<file path="config.mk">
export PLATFORM = sky130hd
export DESIGN_NAME = uart_irq_ident
export DESIGN_NICKNAME = d
export VERILOG_FILES = /design/src/rtl/uart_irq_pkg.sv /design/src/rtl/uart_irq_evlatch.sv /design/src/rtl/uart_irq_prio.sv /design/src/rtl/uart_irq_ident.sv
export SDC_FILE = /design/constraint.sdc
export NUM_CORES = 1
export LEC_CHECK = 0
export BUFFER_PORTS_ARGS = -buffer_cell sky130_fd_sc_hd__clkbuf_2
export CAP_MARGIN = 20
export CORE_MARGIN = 4
export CORE_UTILIZATION = 37
export CTS_CLUSTER_DIAMETER = 50
export DETAILED_ROUTE_END_ITERATION = 6
export PLACE_DENSITY = 0.8
export SLEW_MARGIN = 20
export SYNTH_ARGS = -nofsm -noshare
export SYNTH_HDL_FRONTEND = slang
export SYNTH_SLANG_ARGS = --single-unit
export TNS_END_PERCENT = 30
</file>
<file path="constraint.sdc">
create_clock -name clk -period 1.25 [get_ports clk]
set_clock_uncertainty 0.15 [all_clocks]
set_input_delay 0.0625 -clock clk [delete_from_list [all_inputs] [get_ports clk]]
set_output_delay 0.0625 -clock clk [all_outputs]
set_load 0.005 [all_outputs]
</file>
<file path="src/rtl/uart_irq_pkg.sv">
package uart_irq_pkg;

    localparam int NSRC  = 7;
    localparam int NLAT  = 5;
    localparam int SRC_W = $clog2(NSRC + 1);

    typedef enum logic [SRC_W-1:0] {
        SRC_LINE  = 3'd0,
        SRC_RXRDY = 3'd1,
        SRC_RXTO  = 3'd2,
        SRC_THRE  = 3'd3,
        SRC_MODEM = 3'd4,
        SRC_XOFF  = 3'd5,
        SRC_FLOW  = 3'd6,
        SRC_NONE  = 3'd7
    } irq_src_e;

    typedef enum logic {
        EV_IDLE = 1'b0,
        EV_PEND = 1'b1
    } ev_state_e;

    // Cause code in bits 5:0 of the status byte (bit 0 low when pending)
    function automatic logic [5:0] src_code(irq_src_e s);
        logic [5:0] c;
        unique case (s)
            SRC_LINE:  c = 6'b000110;
            SRC_RXRDY: c = 6'b000100;
            SRC_RXTO:  c = 6'b001100;
            SRC_THRE:  c = 6'b000010;
            SRC_MODEM: c = 6'b000000;
            SRC_XOFF:  c = 6'b010000;
            SRC_FLOW:  c = 6'b100000;
            default:   c = 6'b000001;
        endcase
        return c;
    endfunction

endpackage

</file>
<file path="src/rtl/uart_irq_evlatch.sv">
module uart_irq_evlatch
    import uart_irq_pkg::*;
(
    input  logic clk,
    input  logic rst_n,
    input  logic set_i,
    input  logic clr_i,
    output logic pend_o
);

    ev_state_e state_q;
    ev_state_e state_d;

    // State register
    always_ff @(posedge clk or negedge rst_n) begin
        if (!rst_n) begin
            state_q <= EV_IDLE;
        end else begin
            state_q <= state_d;
        end
    end

    // Next state: a set pulse beats a clear in the same cycle
    always_comb begin
        state_d = state_q;
        unique case (state_q)
            EV_IDLE: if (set_i)           state_d = EV_PEND;
            EV_PEND: if (clr_i && !set_i) state_d = EV_IDLE;
            default:                      state_d = EV_IDLE;
        endcase
    end

    // Output
    always_comb begin
        pend_o = (state_q == EV_PEND);
    end

endmodule

</file>
<file path="src/rtl/uart_irq_prio.sv">
module uart_irq_prio
    import uart_irq_pkg::*;
(
    input  logic [NSRC-1:0] req_i,
    output irq_src_e        top_o
);

    // Lowest index has highest priority; scan downward so it wins last
    always_comb begin
        top_o = SRC_NONE;
        for (int i = NSRC - 1; i >= 0; i--) begin
            if (req_i[i]) begin
                top_o = irq_src_e'(SRC_W'(i));
            end
        end
    end

endmodule

</file>
<file path="src/rtl/uart_irq_ident.sv">
module uart_irq_ident
    import uart_irq_pkg::*;
(
    input  logic            clk,
    input  logic            rst_n,
    input  logic [NSRC-1:0] src_en,
    input  logic            enh_en,
    input  logic            fifo_en,
    input  logic            line_err_set,
    input  logic            line_err_clr,
    input  logic            rx_ready,
    input  logic            rx_timeout,
    input  logic            thr_empty_set,
    input  logic            thr_write,
    input  logic            modem_set,
    input  logic            modem_clr,
    input  logic            xoff_det,
    input  logic            xon_det,
    input  logic            flow_set,
    input  logic            flow_clr,
    input  logic            rd_stb,
    output logic [7:0]      status,
    output logic            irq
);

    // Latched cause slots
    localparam int L_LINE  = 0;
    localparam int L_THRE  = 1;
    localparam int L_MODEM = 2;
    localparam int L_XOFF  = 3;
    localparam int L_FLOW  = 4;

    logic [NLAT-1:0] lat_set;
    logic [NLAT-1:0] lat_clr;
    logic [NLAT-1:0] lat_q;
    logic [NSRC-1:0] raw;
    logic [NSRC-1:0] gate;
    logic [NSRC-1:0] qual;
    irq_src_e        top;
    logic            thr_clr;
    logic [7:0]      stat_q;

    assign thr_clr = thr_write || (rd_stb && (top == SRC_THRE));

    always_comb begin
        lat_set          = '0;
        lat_clr          = '0;
        lat_set[L_LINE]  = line_err_set;
        lat_clr[L_LINE]  = line_err_clr;
        lat_set[L_THRE]  = thr_empty_set;
        lat_clr[L_THRE]  = thr_clr;
        lat_set[L_MODEM] = modem_set;
        lat_clr[L_MODEM] = modem_clr;
        lat_set[L_XOFF]  = xoff_det;
        lat_clr[L_XOFF]  = xon_det;
        lat_set[L_FLOW]  = flow_set;
        lat_clr[L_FLOW]  = flow_clr;
    end

    for (genvar g = 0; g < NLAT; g++) begin : g_lat
        uart_irq_evlatch u_lat (
            .clk    (clk),
            .rst_n  (rst_n),
            .set_i  (lat_set[g]),
            .clr_i  (lat_clr[g]),
            .pend_o (lat_q[g])
        );
    end

    // Map held and level conditions onto priority order
    always_comb begin
        raw            = '0;
        raw[SRC_LINE]  = lat_q[L_LINE];
        raw[SRC_RXRDY] = rx_ready;
        raw[SRC_RXTO]  = rx_timeout;
        raw[SRC_THRE]  = lat_q[L_THRE];
        raw[SRC_MODEM] = lat_q[L_MODEM];
        raw[SRC_XOFF]  = lat_q[L_XOFF];
        raw[SRC_FLOW]  = lat_q[L_FLOW];
        gate           = src_en;
        gate[SRC_XOFF] = src_en[SRC_XOFF] && enh_en;
        gate[SRC_FLOW] = src_en[SRC_FLOW] && enh_en;
        qual           = raw & gate;
    end

    uart_irq_prio u_prio (
        .req_i (qual),
        .top_o (top)
    );

    // Status byte captured only on the read strobe
    always_ff @(posedge clk or negedge rst_n) begin
        if (!rst_n) begin
            stat_q <= 8'h01;
        end else if (rd_stb) begin
            stat_q <= {{2{fifo_en}}, src_code(top)};
        end
    end

    always_comb begin
        status = stat_q;
        irq    = |qual;
    end

endmodule

</file>
* After elaboration in Yosys (flattened, before gate mapping)
Index checks and enable logic that the tools add are counted.
** Storage, ports and cells
- Bits in registers :: 12
- Bits in latches :: 0
- Memory bits (writable) :: 0
- Bits in read-only memories :: 0
- Input port bits :: 24
- Output and inout bits :: 9
- Logic and storage cells :: 57
- Memories kept :: 0
** Operators by class
- Add/subtract/negate cells :: 0
- Multipliers :: 0
- Div/mod/pow operators :: 0
- Magnitude comparators :: 0
- Equality and inequality tests :: 6
- Shift operators :: 0
- Mux-type cells :: 23
- Bitwise logic cells :: 6
- Reduce and logical (&&, ||, !) cells :: 16
** Operators with widths (number)
- one-hot mux 6 bit (7 select lines) :: 1
- 2-to-1 mux 3 bit :: 4
- 2-to-1 mux 1 bit :: 11
- one-hot mux 1 bit (2 select lines) :: 5
- equality test 3 bit (second input constant) :: 3
- logical AND 1 bit :: 8
- AND 7 bit :: 1
- OR reduction 7 bit :: 1
- equality test 3 x 2 -> 1 bit (second input constant) :: 2
- zero test 1 bit :: 5
- inverter 1 bit :: 5
- 2-to-1 mux 2 bit :: 2
- equality test 3 x 1 -> 1 bit (second input constant) :: 1
- zero test 3 bit :: 1
- logical OR 1 bit :: 1

* Longest topological paths before layout
Gate-level depths: netlist of the first run.
- Word-level depth :: 15
- Gate-level depth with buffers :: 4
- Mapped depth without buffers :: 4

* Modules after synthesis
A second synthesis of the first run with hierarchy kept.
** Unflattened totals
- Cell total of the unflattened synthesis :: 57
- Area, all modules :: 598.1 um^2
** By module, submodules not included
- uart_irq_ident :: instances 1, cells each 33, area an instance 366.6 um^2, sequential area each 176.4 um^2
- uart_irq_evlatch :: instances 5, cells each 3, area an instance 36.3 um^2, sequential area each 25.0 um^2
- uart_irq_prio :: instances 1, cells each 9, area an instance 50.0 um^2, sequential area each 0.0 um^2

* Worst setup path before layout of the first run
Ideal clock, no wire load.
- Path type :: reg2reg
- Start :: register g_lat[4].u_lat.state_q
- End :: register stat_q[4], in the netlist status[4]
- Library setup time :: 0.125 ns
- Arrival :: 1.035 ns
- Data required time :: 0.975 ns
- Setup slack :: -0.059 ns
- Stages on the path, launching flop included :: 5
- Path buffers :: 0
- Period minus slack after synthesis :: 1.309 ns
- Path through :: dfrtp_1 nand3_1 a221oi_1 nor4_1 mux2_2
** Between the ends
- Cells in the longest elaborated chain, start to end :: 10
- Elaborated cells on any way between the ends :: 16
- Those cells by class :: 6 x eq/ne; 8 x mux; 1 x bitwise; 1 x reduce/logical
** RTL lines
- start, declared :: RTL line uart_irq_evlatch.sv:11 : ev_state_e state_q;
- start signal, assigned :: RTL line uart_irq_evlatch.sv:19 : state_q <= state_d;
- AND 7 bit * :: RTL line uart_irq_ident.sv:83 : qual = raw & gate;
- 2-to-1 mux 1 bit * :: RTL line uart_irq_prio.sv:12 : if (req_i[i]) begin
- 2-to-1 mux 2 bit * (2 in series) :: RTL line uart_irq_prio.sv:12
- 2-to-1 mux 3 bit * (4 in series) :: RTL line uart_irq_prio.sv:12
- equality test 3 bit (tied with other cells) :: RTL line uart_irq_pkg.sv:26 : unique case (s)
- one-hot mux 6 bit (7 select lines) * :: RTL line uart_irq_pkg.sv:26
- end signal, assigned :: RTL line uart_irq_ident.sv:96 : stat_q <= {{2{fifo_en}}, src_code(top)};
- end, declared :: RTL line uart_irq_ident.sv:41 : logic [7:0] stat_q;
Every way passes the cells marked *; elsewhere a longest branch is shown, timed or not.
A chain may end at the register's enable or synchronous reset.

* Final worst setup path of the first run
- Start :: register g_lat[2].u_lat.state_q
- End :: output irq
** Between the ends
- Cells in the longest elaborated chain, start to end :: 2
** RTL lines
- start, declared :: RTL line uart_irq_evlatch.sv:11
- start signal, assigned :: RTL line uart_irq_evlatch.sv:19
- AND 7 bit :: RTL line uart_irq_ident.sv:83
- OR reduction 7 bit :: RTL line uart_irq_ident.sv:102 : irq = |qual;
- end, declared :: RTL line uart_irq_ident.sv:23 : output logic irq
Every way passes these cells.

==> results of run 1 <==
-- metrics by stage --
step                      cells  instance area [sq um]  hold slack, ns  worst slack (ns)
final                       132                   1070          0.0196            -0.290
after detailed placement    105                    805          -0.182           -0.0997
after floorplan              52                    578          -0.383           -0.0356
after CTS                   129                   1040          0.0134            -0.337
after global routing        132                   1070          0.0383            -0.345
after global placement      105                    805          -0.190           -0.0716
-- what timing repair did --
| item | 4_1_cts | 5_1_grt |
|---|---|---|
| pin swaps | 2 | 3 |
| hold buffers | 19 | 0 |
| endpoints found under the setup margin | 5 | 6 |
| endpoints found under the hold margin | 23 | 0 |
| gates resized for setup | 1 | 2 |
| setup buffers | 1 | 3 |
-- metal layers --
layer	wire length, um	vias up	track usage [%]
met4	63	0	14.9
met3	154	7	7.66
met1	795	321	25.4
li1	-	317	-
met5	0	-	0
met2	939	30	30.7
-- logic make-up (layout without fill, tap and decap cells) --
| group | count (synthesis) | count (layout) | synth area share [%] |
|---|---|---|---|
| AOI/OAI and AO/OA | 14 | 14 | 20.8 |
| buffers and inverters | 8 | 73 | 6.13 |
| DFF | 12 | 12 | 52.7 |
| muxes | 3 | 3 | 5.69 |
| and+or+nand+nor | 15 | 15 | 14.7 |
-- power by group through the flow --
stage	Sequential, mW	Combinational, mW	Clock (mW)
CTS	0.443	0.243	0.329
floorplan	0.450	0.0795	0
finish	0.444	0.266	0.322
detailed placement	0.451	0.189	0
global placement	0.449	0.185	0
global route	0.449	0.291	0.349
-- cell type report --
cell class / count / area [sq um] / area share (%)
repair buffers: 63 / 440 / 41.0
flip-flops and latches: 12 / 302 / 28.1
multi-input cells: 32 / 254 / 23.7
clock buffers: 4 / 36.3 / 3.38
inverters: 6 / 22.5 / 2.10
well taps: 15 / 18.8 / 1.75
-- worst max-delay path, stage by stage (launching register included) --
cell and delay [ns]:
dfrtp_1 0.41, a32oi_2 0.22, nand4_1 0.14, nand2b_4 0.17, clkbuf_2 0.11
-- cell usage after synthesis (2+ instances only) --
cell / n / area share, %
dfrtp_1: 11 / 48
nand3_1: 4 / 3.5
nor2_1: 3 / 2.0
nand2_1: 2 / 1.3
a21oi_1: 2 / 1.8
a21o_1: 4 / 5.3
inv_1: 6 / 3.9
mux2_2: 2 / 3.9
-- worst paths after layout --
path                                       startpoint         to  slack (ns)
min in group asynchronous                       rst_n  status[3]        0.05
worst min register to register              status[0]  status[0]        0.32
worst max-delay path            g_lat[2].u_lat.pend_o        irq       -0.29
worst min-delay path                        src_en[0]  status[2]        0.02
worst max register to register  g_lat[3].u_lat.pend_o  status[4]       -0.17
max in group asynchronous                       rst_n  status[0]        0.61
-- flip-flops by register name, summed over array words and instances, names as in the netlist --
name,count
status,7
g_lat.u_lat.pend_o,5
-- cells in the final DEF (no fill, tap or decap), types with 2 or more instances in the layout --
| master | synthesis | final |
|---|---|---|
| clkbuf_2 | 0 | 32 |
| mux2_2 | 2 | 2 |
| buf_4 | 1 | 12 |
| clkbuf_4 | 0 | 3 |
| dlygate4sd3_1 | 0 | 19 |
| inv_1 | 6 | 6 |
| a221oi_2 | 1 | 2 |
| dfrtp_1 | 11 | 11 |
| a21o_1 | 4 | 4 |
| nand2_2 | 1 | 2 |
| a21oi_1 | 2 | 2 |
| nor2_1 | 3 | 3 |
| nand3_1 | 4 | 4 |
==> impl_metrics.toml, run 1 <==
[grt]
grt_antenna_before_repair = 0
gr-total-overflow = 0
grt_pass1_vias = 706
track_usage_pct = 21.1
grt_start_max_net_pins = 13
grt_pass1_wl_mm = 3.14

[die]
die_h_um = 47.3
rows = 13
core_area_sq_um = 1380
io_pins = 33
dieArea_sq_um = 2240
initial_core_util_pct = 41.4
die_x_um = 47.3

[cells_and_area]
final_nets = 142
fill_cells = 81
utilization_pct = 77.6
diodes = 0
syn2layout_area_growth_pct = 87.7
drive_gt1_share_pct = 50.4

[route]
drtIter0Drc = 23
dr.pass1.iters = 4
avgViaCountPerCell = 5.11
wl_per_cell_um = 14.8
antenna_left = 0
routed_wl_mm = 1.95
vias = 675
drc = 0

[timing]
fmax_ghz = 0.649
rsz0062_at_grt = "yes"
fin_crit_sh_pct = 123
tightest_slew_ns = 0.311
tns_ns = -0.670
maxSlewViolCount = 0
layout_min_cycle_time_ns = 1.54
slew_headroom_pct = 79.3
finalHoldViolCount = 0
worst_slack_ns = -0.290
setup_viol = 4

[placement]
dp_hpwl_mm = 1.15
port_buffers = 32
gp_congestion = 0.801

[power]
p_leak_nw = 0.562
seqPwrFrac_pct = 43.0
p_clk_share_pct = 31.2
powerDensity_nw_per_um2 = 961
comb_power_share_pct = 25.8
sw_frac_of_total_pct = 26.5
p_int_mw = 0.758
ir_drop_v = 0.000730
power.switching_mw = 0.273
power_mw = 1.03

[run]
drv_cap = 0

[cts]
cts.sinks = 12
clockBufferDepth = 2
cts_tree = "built"
cts.htree.levels = 1
cts-root-buf = "clkbuf_4"
path_clk_slew_ns = 0.08
cts_made_buffers = 3
worstSkewPairLatency_ns = 0.28

[synth]
synth-edff-count = 0
ys_seq_area_share_pct = 52.7
yosys.cell_types.count = 26
synth_area_sq_um = 572
ys_ff_latch = 12
syn-num-nets = 76
ys_warn_count = 0
syn_inst = 52
async_reset_ff_share_pct = 100
postSynthAreaPerCell_sq_um = 11.0
synth_ff_type = "dfrtp_1"

[status]
violations = "negative setup slack"
status = "complete, but fails checks"

[critical_path]
worstSetupEndpointType = "output pin"
required_ns = 1.04
critical_path_class = "flip-flop to output pin"
worst_ep_arrival_time_ns = 1.33
worstPathMaxFanout = 3
r2r_cells = 4
cp-start-kind = "flip-flop"

[min_path]
holdPathStages = 4
hp-class = "input pin to flip-flop"
No activity file was read; power rests on OpenSTA's default activity.
==> inputs of run 2 (changes only) <==
CORE_UTILIZATION = 41   (was 37)
PLACE_DENSITY = 0.84   (was 0.8)
clock period = 1.42 ns   (was 1.25 ns; I/O delays follow)
==> run 2 against run 1 <==
Against the previous run: die area decreased by 8.1%; the flow finishes with violations (negative hold slack, negative setup slack); non-clock buffer count down 11; combinational power down 24%; clock power is 27% lower; sequential share of layout area is 3.1 points higher; cell count down 8.3%; global-route usage is 0.13 points higher; via count shrank 8.3%; wire length decreased by 0.92%.
==> impl_metrics.toml, run 2 (synthesis gave the netlist of run 1 again) <==
[cells_and_area]
final_nets = 131
largest_reg_flops = 7
diodes = 0
utilization_pct = 74.2
layout_commonest_cell = "clkbuf_2"
drive_gt1_share_pct = 46.2
syn2layout_area_growth_pct = 68.9
final_cell_mix = "32 x clkbuf_2, 15 x dlygate4sd3_1, 11 x dfrtp_1"
fin_area_sq_um = 966

[grt]
grt_pass1_wl_mm = 3.05
grt_antenna_before_repair = 0
grt_start_max_net_pins = 13
gr-total-overflow = 0
grt_pass1_vias = 682
track_usage_pct = 21.2

[route]
avgViaCountPerCell = 5.12
routed_wl_mm = 1.93
antenna_left = 0
drc = 0
dr.pass1.iters = 4
drtIter0Drc = 17
wl_per_cell_um = 16.0
vias = 619

[run]
drv_cap = 0

[cts]
cts_made_buffers = 3
cts.sinks = 12
worstSkewPairLatency_ns = 0.28
hold_buffers = 15
path_clk_slew_ns = 0.09
cts-root-buf = "clkbuf_4"
clockBufferDepth = 2
cts.htree.levels = 1
cts_tree = "built"

[timing]
setup_viol = 3
worst_slack_ns = -0.154
fmax_ghz = 0.635
tns_ns = -0.302
rsz0062_at_grt = "yes"
fin_crit_sh_pct = 111
layout_min_cycle_time_ns = 1.57
whs_ns = -0.0536
slew_headroom_pct = 80.2
tightest_slew_ns = 0.295
maxSlewViolCount = 0
finalHoldViolCount = 1

[placement]
port_buffers = 32
gp_congestion = 0.868
dp_hpwl_mm = 1.15
post_dp_cell_area_sq_um = 753

[die]
dieArea_sq_um = 2060
die_h_um = 45.3
die_x_um = 45.3
initial_core_util_pct = 43.9
core_area_sq_um = 1300
rows = 13
io_pins = 33

[critical_path]
cpPeakStageDelay_ns = 0.41
worstSetupEndpointType = "output pin"
cp_top_family = "flip-flops"
crit_buf_inv = 1
worstPathCellList = "a32oi_2 > nand4_1 > nand2b_4 > clkbuf_2"
critical_path_class = "flip-flop to output pin"
worstPathMaxFanout = 2
cp-start-kind = "flip-flop"
crit_slowest_cell = "dfrtp_1"
worst_ep_arrival_time_ns = 1.35
required_ns = 1.20

[power]
powerDensity_nw_per_um2 = 855
ir_drop_v = 0.000625
p_leak_nw = 0.503

[min_path]
hp-class = "input pin to flip-flop"

[status]
status = "complete, but fails checks"
violations = "negative hold slack, negative setup slack"
-- run 2: cell type report --
type,count,area [sq um]
repair buffers,52,348
multi-input cells,32,249
well taps,15,18.8
inverters,6,22.5
fillers,90,335
flip-flops and latches,12,302
clock buffers,4,26.3
-- run 2: final timing paths --
| path | start | endpoint | slack [ns] | depth (start not counted) |
|---|---|---|---|---|
| max | g_lat[3].u_lat.pend_o | irq | -0.15 | 4 |
| min in group asynchronous | rst_n | g_lat[3].u_lat.pend_o | 0.04 | 2 |
| min reg2reg | status[0] | status[0] | 0.33 | 2 |
| max reg2reg | g_lat[1].u_lat.pend_o | status[4] | -0.12 | 4 |
| min | rx_timeout | status[3] | -0.05 | 2 |
| max in group asynchronous | rst_n | status[0] | 0.77 | 2 |
-- run 2: routing by layer --
| metal | global-route usage [%] | up-vias | share of wire, % |
|---|---|---|---|
| met5 | 0 | - | 0 |
| met4 | 7.60 | 0 | 1.3 |
| met3 | 3.19 | 4 | 5.5 |
| met2 | 39.3 | 28 | 55 |
| met1 | 24.2 | 292 | 38 |
| li1 | - | 295 | - |
-- run 2: report_power, final --
part | total (mW) | switching (mW) | internal (mW)
logic | 0.201 | 0.0872 | 0.114
registers | 0.390 | 0.0186 | 0.372
clock network | 0.235 | 0.126 | 0.109
-- run 2: what timing repair did --
item / CTS / global route
hold endpoints to repair: 21 / 1
setup buffers: 3 / 0
gates resized for setup: 2 / 0
endpoints found under the setup margin: 1 / 3
pin swaps: 1 / 0
-- run 2: through the flow --
| stage | cells | setup slack, ns | hold slack [ns] | power [mW] |
|---|---|---|---|---|
| after detailed placement | 99 | 0.0249 | -0.175 | 0.545 |
| after global placement | 99 | 0.0980 | -0.183 | 0.538 |
| after floorplan | 52 | 0.111 | -0.375 | 0.465 |
| after CTS | 121 | -0.0945 | -0.0568 | 0.816 |
| final | 121 | -0.154 | -0.0536 | 0.826 |
| after global routing | 121 | -0.223 | -0.0491 | 0.865 |
